===== config.mk =====
export PLATFORM = sky130hd
export DESIGN_NAME = dbg_spi_port
export DESIGN_NICKNAME = d
export VERILOG_FILES = /design/src/rtl/dbg_spi_pkg.sv /design/src/rtl/dspi_sync.sv /design/src/rtl/dspi_mem_if.sv /design/src/rtl/dbg_spi_port.sv
export SDC_FILE = /design/constraint.sdc
export NUM_CORES = 1
export LEC_CHECK = 0
export BUFFER_PORTS_ARGS = -buffer_cell sky130_fd_sc_hd__buf_2
export CAP_MARGIN = 40
export CORE_ASPECT_RATIO = 0.75
export CORE_MARGIN = 2
export CORE_UTILIZATION = 58
export CTS_CLUSTER_DIAMETER = 100
export DETAILED_ROUTE_END_ITERATION = 10
export PLACE_DENSITY = 0.79
export SYNTH_ARGS = -nofsm -noshare
export SYNTH_HDL_FRONTEND = slang
export SYNTH_SLANG_ARGS = --single-unit

===== constraint.sdc =====
create_clock -name clk -period 2.8 [get_ports clk]
set_clock_uncertainty 0.2 [all_clocks]
set_input_delay 0.42 -clock clk [delete_from_list [all_inputs] [get_ports clk]]
set_output_delay 0.42 -clock clk [all_outputs]
set_load 0.02 [all_outputs]

===== src/rtl/dbg_spi_pkg.sv =====
package dbg_spi_pkg;
    localparam int WORD_W  = 16;
    localparam int CMD_W   = 8;
    localparam int LAT_INT = 8;
    localparam int LAT_EXT = 21;

    localparam logic [CMD_W-1:0]  CMD_RD_STREAM = 8'hE8;
    localparam logic [CMD_W-1:0]  CMD_WR_WORD   = 8'hC8;
    localparam logic [WORD_W-1:0] ADDR_END      = 16'hFFFF;

    typedef enum logic [2:0] {
        ST_OFF,
        ST_CMD,
        ST_RD_ADDR,
        ST_STREAM,
        ST_WR_ADDR,
        ST_WR_DATA
    } port_state_e;
endpackage


===== src/rtl/dspi_sync.sv =====
module dspi_sync #(
    parameter int STAGES = 2
) (
    input  logic clk,
    input  logic rst_n,
    input  logic sck_in,
    input  logic sdi_in,
    output logic sck_rise,
    output logic sdi_out
);
    logic [STAGES:0]   sck_p;
    logic [STAGES-1:0] sdi_p;

    always_ff @(posedge clk or negedge rst_n) begin
        if (!rst_n) begin
            sck_p <= '0;
            sdi_p <= '0;
        end else begin
            sck_p[0] <= sck_in;
            sdi_p[0] <= sdi_in;
            for (int i = 1; i <= STAGES; i++) sck_p[i] <= sck_p[i-1];
            for (int i = 1; i < STAGES; i++)  sdi_p[i] <= sdi_p[i-1];
        end
    end

    // data sample aligned with the clock stage that flags the edge
    assign sck_rise = sck_p[STAGES-1] & ~sck_p[STAGES];
    assign sdi_out  = sdi_p[STAGES-1];
endmodule


===== src/rtl/dspi_mem_if.sv =====
module dspi_mem_if #(
    parameter int LAT = 8,
    parameter int AW  = 16,
    parameter int DW  = 16
) (
    input  logic          clk,
    input  logic          rst_n,
    input  logic          start,
    input  logic          start_we,
    input  logic [AW-1:0] start_addr,
    input  logic [DW-1:0] start_wdata,
    output logic          rd_ready,
    output logic [DW-1:0] rd_data,
    output logic          mem_req,
    output logic [AW-1:0] mem_addr,
    output logic          mem_we,
    output logic [DW-1:0] mem_wdata,
    input  logic [DW-1:0] mem_rdata,
    input  logic          mem_ack
);
    localparam int CW = $clog2(LAT + 1);

    logic [CW-1:0] cnt_q;
    logic          got_q;

    always_ff @(posedge clk or negedge rst_n) begin
        if (!rst_n) begin
            mem_req   <= 1'b0;
            mem_addr  <= '0;
            mem_we    <= 1'b0;
            mem_wdata <= '0;
            rd_data   <= '0;
            cnt_q     <= '0;
            got_q     <= 1'b0;
        end else if (start) begin
            mem_req   <= 1'b1;
            mem_addr  <= start_addr;
            mem_we    <= start_we;
            mem_wdata <= start_wdata;
            cnt_q     <= CW'(LAT);
            got_q     <= 1'b0;
        end else begin
            if (cnt_q != '0) cnt_q <= cnt_q - 1'b1;
            if (mem_req && mem_ack) begin
                mem_req <= 1'b0;
                got_q   <= 1'b1;
                if (!mem_we) rd_data <= mem_rdata;
            end
        end
    end

    assign rd_ready = got_q && (cnt_q == '0) && !mem_we;

    p_req_hold_r7: assert property (@(posedge clk) disable iff (!rst_n)
        (mem_req && !mem_ack && !start) |=> (mem_req && $stable(mem_addr) && $stable(mem_we) && $stable(mem_wdata)));
    p_single_req_r7: assert property (@(posedge clk) disable iff (!rst_n)
        start |-> !mem_req);
    p_no_early_ready_r8: assert property (@(posedge clk) disable iff (!rst_n)
        start |=> !rd_ready);
endmodule


===== src/rtl/dbg_spi_port.sv =====
module dbg_spi_port #(
    parameter bit EXT_BUS     = 1'b0,
    parameter int SYNC_STAGES = 2
) (
    input  logic        clk,
    input  logic        rst_n,
    input  logic        mode_sel,
    input  logic        sck,
    input  logic        sdi,
    output logic        sdo,
    output logic        mem_req,
    output logic [15:0] mem_addr,
    output logic        mem_we,
    output logic [15:0] mem_wdata,
    input  logic [15:0] mem_rdata,
    input  logic        mem_ack,
    output logic        overrun
);
    import dbg_spi_pkg::*;

    localparam int LAT = EXT_BUS ? LAT_EXT : LAT_INT;
    localparam int BCW = $clog2(WORD_W);

    port_state_e       state_q, state_d;
    logic              mode_en;
    logic              sck_rise, sdi_s;
    logic [BCW-1:0]    bit_q, last_bit;
    logic [WORD_W-1:0] rx_q, rx_word, tx_q, wa_q, rd_data;
    logic              tx_vld, frame_done, rd_ready;
    logic              mem_start, mem_start_we;
    logic [WORD_W-1:0] mem_start_addr;

    // captured only while reset is held
    always_ff @(posedge clk) begin
        if (!rst_n) mode_en <= mode_sel;
    end

    dspi_sync #(.STAGES(SYNC_STAGES)) u_sync (
        .clk      (clk),
        .rst_n    (rst_n),
        .sck_in   (sck),
        .sdi_in   (sdi),
        .sck_rise (sck_rise),
        .sdi_out  (sdi_s)
    );

    assign last_bit   = (state_q == ST_CMD) ? BCW'(CMD_W - 1) : BCW'(WORD_W - 1);
    assign rx_word    = {rx_q[WORD_W-2:0], sdi_s};
    assign frame_done = sck_rise && (bit_q == last_bit) && (state_q != ST_OFF);

    // state register
    always_ff @(posedge clk or negedge rst_n) begin
        if (!rst_n) state_q <= ST_OFF;
        else        state_q <= state_d;
    end

    always_comb begin
        state_d = state_q;
        unique case (state_q)
            ST_OFF:     if (mode_en) state_d = ST_CMD;
            ST_CMD:     if (frame_done) begin
                            if (rx_word[CMD_W-1:0] == CMD_RD_STREAM)    state_d = ST_RD_ADDR;
                            else if (rx_word[CMD_W-1:0] == CMD_WR_WORD) state_d = ST_WR_ADDR;
                        end
            ST_RD_ADDR: if (frame_done) state_d = ST_STREAM;
            ST_STREAM:  if (frame_done && rx_word == ADDR_END) state_d = ST_CMD;
            ST_WR_ADDR: if (frame_done) state_d = ST_WR_DATA;
            ST_WR_DATA: if (frame_done) state_d = ST_CMD;
            default:    state_d = ST_OFF;
        endcase
    end

    assign mem_start = frame_done && ((state_q == ST_RD_ADDR) || (state_q == ST_WR_DATA)
                                      || (state_q == ST_STREAM && rx_word != ADDR_END));
    assign mem_start_we   = (state_q == ST_WR_DATA);
    assign mem_start_addr = (state_q == ST_WR_DATA) ? wa_q : rx_word;

    dspi_mem_if #(.LAT(LAT), .AW(WORD_W), .DW(WORD_W)) u_mem (
        .clk         (clk),
        .rst_n       (rst_n),
        .start       (mem_start),
        .start_we    (mem_start_we),
        .start_addr  (mem_start_addr),
        .start_wdata (rx_word),
        .rd_ready    (rd_ready),
        .rd_data     (rd_data),
        .mem_req     (mem_req),
        .mem_addr    (mem_addr),
        .mem_we      (mem_we),
        .mem_wdata   (mem_wdata),
        .mem_rdata   (mem_rdata),
        .mem_ack     (mem_ack)
    );

    // frame counters, shift registers and the overrun flag
    always_ff @(posedge clk or negedge rst_n) begin
        if (!rst_n) begin
            bit_q   <= '0;
            rx_q    <= '0;
            tx_q    <= '0;
            tx_vld  <= 1'b0;
            wa_q    <= '0;
            overrun <= 1'b0;
        end else begin
            if (sck_rise && state_q != ST_OFF) begin
                rx_q  <= rx_word;
                bit_q <= frame_done ? '0 : bit_q + 1'b1;
            end
            if (frame_done) begin
                tx_vld <= 1'b0;
                if (state_q == ST_WR_ADDR) wa_q <= rx_word;
            end else if (state_q == ST_STREAM) begin
                if (sck_rise) begin
                    if (bit_q == '0 && !tx_vld) begin
                        overrun <= 1'b1;
                        tx_q    <= '0;
                        tx_vld  <= 1'b1;
                    end else begin
                        tx_q <= {tx_q[WORD_W-2:0], 1'b0};
                    end
                end else if (!tx_vld && rd_ready && bit_q == '0) begin
                    tx_q   <= rd_data;
                    tx_vld <= 1'b1;
                end
            end
        end
    end

    assign sdo = tx_vld ? tx_q[WORD_W-1] : 1'b0;

    p_off_quiet_r1: assert property (@(posedge clk) disable iff (!rst_n)
        !mode_en |-> (!sdo && !mem_req));
    p_mode_frozen_r1: assert property (@(posedge clk) disable iff (!rst_n)
        rst_n |=> $stable(mode_en));
    p_end_no_access_r4: assert property (@(posedge clk) disable iff (!rst_n)
        (frame_done && state_q == ST_STREAM && rx_word == ADDR_END) |=> (!mem_req && state_q == ST_CMD));
    p_overrun_sticky_r9: assert property (@(posedge clk) disable iff (!rst_n)
        overrun |=> overrun);
    p_write_quiet_r5: assert property (@(posedge clk) disable iff (!rst_n)
        (state_q == ST_WR_ADDR || state_q == ST_WR_DATA) |-> !sdo);
endmodule


==> impl_metrics.toml <==
[detailed_routing]
drc = 0
vias_per_cell = 5.60
wl_mm = 10.2
drtIter0Drc = 169
wl_per_cell_um = 16.7
vias = 3402
ant_nets = 0
dr.pass1.iters = 4

[placement]
io_buffers = 57
gp_routability_congestion = 0.804
hpwl_mm = 6.32
place_area_sq_um = 5480

[clocking]
clock_latency_ns = 0.41
cts.htree.levels = 4
clock_sink_count = 117
cts.reportedPaths.clkPinSlew_ns = 0.05
cts_buffer_depth = 2
root_buffer = "clkbuf_16"
post_cts_buffers = 0
cts_tree = "built"
cts-buffers-inserted = 17

[timing]
rsz0062_at_grt = "false"
post-route-period-util_pct = 87.1
finalSetupTns_ns = 0
finalSetupViolCount = 0
hold_viol_final = 0
slew_headroom_pct = 64.7
max_freq_mhz = 410
worst_pin_slew_ns = 0.528
slew_viol_final = 0
fin_crit_ns = 2.44

[floorplan]
core_area_sq_um = 8420
rows = 29
io_pins = 58
dieWidth_um = 111
die_area_sq_um = 9420
start_util_pct = 59.6
die_h_um = 84.6

[grt]
grt_pass1_wl_mm = 17.4
grt_overflow_total = 0
grt_max_degree = 95
antenna_found_initial = 0
grtUsageTotal_pct = 23.4
grt_pass1_vias = 3541

[finish]
n_antenna_cell = 0
drive_above_1_share_pct = 37.0
final_cell_area_sq_um = 6110
nNetsFinal = 512
area_delta_synth_final_pct = 21.8
final_cell_mix = "dfrtp_1 (116), mux2_2 (68), buf_2 (56)"
layout_commonest_cell = "dfrtp_1"

[worst_setup_path]
cpPeakStageDelay_ns = 0.49
cp-start-kind = "flop"
worstPathArrival_ns = 2.52
cp-end-kind = "flop"
slowest_stage = "dfrtp_1"
crit_type = "flop to flop"
cp.required_ns = 2.88
critPathMaxFanout = 16
crit_chain = "nand4_2, nor4_4, a21oi_2, a2111oi_4, buf_4, mux2_2"

[synthesis]
synth_compound_area_share_pct = 8.50
synth-edff-count = 1
muxShareOfSynthArea_pct = 18.8
synth_top_family_by_area = "multiplexers"
synth_fa_ha_area_share_pct = 0.748
synth_xor_xnor_area_share_pct = 0.523
synthesis.nets = 437
netlist_instances = 412
async_reset_ff_share_pct = 99.1
yosys.area_share.simple_pct = 9.17
synth_flop_cell = "dfrtp_1"
ys_seq_elements = 117
syn_area_per_cell_sq_um = 12.2
syn-cell-area_sq_um = 5020
synth.distinct_cells = 42
seq_area_frac_synth_pct = 58.4
yosys_warnings = 0

[power_and_ir_drop]
p_comb_share_pct = 19.3
p_per_area_nw_per_um2 = 946
ir_drop_uv = 592
clkPwrFrac_pct = 38.1
switchingPower_mw = 1.66
seqPwrFrac_pct = 42.6
leakagePower_nw = 3.06
switching_share_pct = 28.7
power.internal_mw = 4.12

[run]
max-cap-violations = 0

[min_path]
hp-class = "input port to flop"

[outcome]
status = "finished, final reports clean"
stage by stage:
stage / setup slack [ns] / std cells / total power [mW] / util [%] / hold WS, ns
after floorplan: 0.439 / 412 / 3.18 / - / -0.0756
after global placement: 0.471 / 572 / 3.50 / 65.0 / 0.133
after detailed placement: 0.404 / 572 / 3.58 / 65.0 / 0.139
after CTS: 0.382 / 608 / 5.82 / 72.6 / 0.00839
after global routing: 0.213 / 608 / 6.09 / 72.6 / 0.0207
final: 0.362 / 608 / 5.78 / 72.6 / 0.0255
critical path, delay by kind of cell, from the launching register on:
family                 cells  cell delay [ns]
flip-flops                 1             0.49
buffers and inverters      1             0.34
multiplexers               1             0.38
AND/OR/NAND/NOR            2             0.50
AO/OA/AOI/OAI              2             0.41
worst paths after layout:
path / from / to / slack (ns) / depth (start not counted)
setup / recovery: rx_q[4] / u_mem.rd_data[1] / 0.36 / 6
hold / removal: mem_ack / u_mem.mem_req / 0.03 / 2
setup reg to reg: rx_q[4] / u_mem.rd_data[1] / 0.36 / 6
hold reg to reg: u_sync.sdi_p[0] / u_sync.sdi_p[1] / 0.15 / 0
max in group asynchronous: rst_n / u_mem.rd_data[11] / 1.38 / 3
min in group asynchronous: rst_n / u_mem.mem_addr[10] / 0.25 / 2
flip-flops by register name, summed over array words and instances (netlist names), 2 cells and up:
| name | cells |
|---|---|
| rx_q | 15 |
| u_mem.cnt_q | 4 |
| bit_q | 4 |
| wa_q | 16 |
| u_sync.sck_p | 3 |
| u_sync.sdi_p | 2 |
| u_mem.mem_wdata | 16 |
| state_q | 3 |
| u_mem.mem_addr | 16 |
| u_mem.rd_data | 16 |
| tx_q | 16 |
cells by family (layout without fill, tap and decap cells):
kind of cell	after synthesis	after routing
DFF	117	117
and+or+nand+nor	91	91
buffers and inverters	46	134
xor gates and xnor gates	3	3
AOI/OAI and AO/OA	71	71
adders and majority gates	3	3
muxes	81	81
cell usage after synthesis (6+ instances only):
cell	instances	area share, %
dfrtp_1	116	58
mux2_2	68	15
nand2_1	44	3.3
inv_1	27	2.0
a21oi_1	22	2.2
o21ai_0	22	2.2
o22ai_1	16	2.0
clkbuf_1	12	0.90
nor2_1	12	0.90
mux2_4	10	3.0
nand3_1	8	0.80
buf_2	6	0.60
metal layers:
metal	vias up	part of all wire, %	global-route usage, %
li1	1586	-	-
met3	14	4.6	6.43
met1	1709	46	32.7
met4	0	1.1	8.19
met5	-	0	0
met2	93	49	35.9
cell type report:
cell class | instances | area, sq um
timing repair buffer | 75 | 445
sequential | 117 | 2930
inverter | 27 | 101
fill | 565 | 2300
multi-input combinational | 249 | 1900
tap | 108 | 135
clock inverter | 11 | 158
clock buffer | 21 | 440
what timing repair did:
item / in CTS / in global routing
endpoints found under the hold margin: 25 / 0
setup endpoints to repair: 0 / 0
hold buffers: 4 / 0
resized for setup: 0 / 0
power groups by stage:
stage / Combinational, mW / Clock [mW] / Sequential (mW)
floorplan: 0.712 / 0 / 2.47
global placement: 1.05 / 0 / 2.44
detailed placement: 1.11 / 0 / 2.47
CTS: 1.14 / 2.23 / 2.46
global route: 1.25 / 2.32 / 2.52
finish: 1.12 / 2.21 / 2.46
Power figures use the tool's default switching activity.
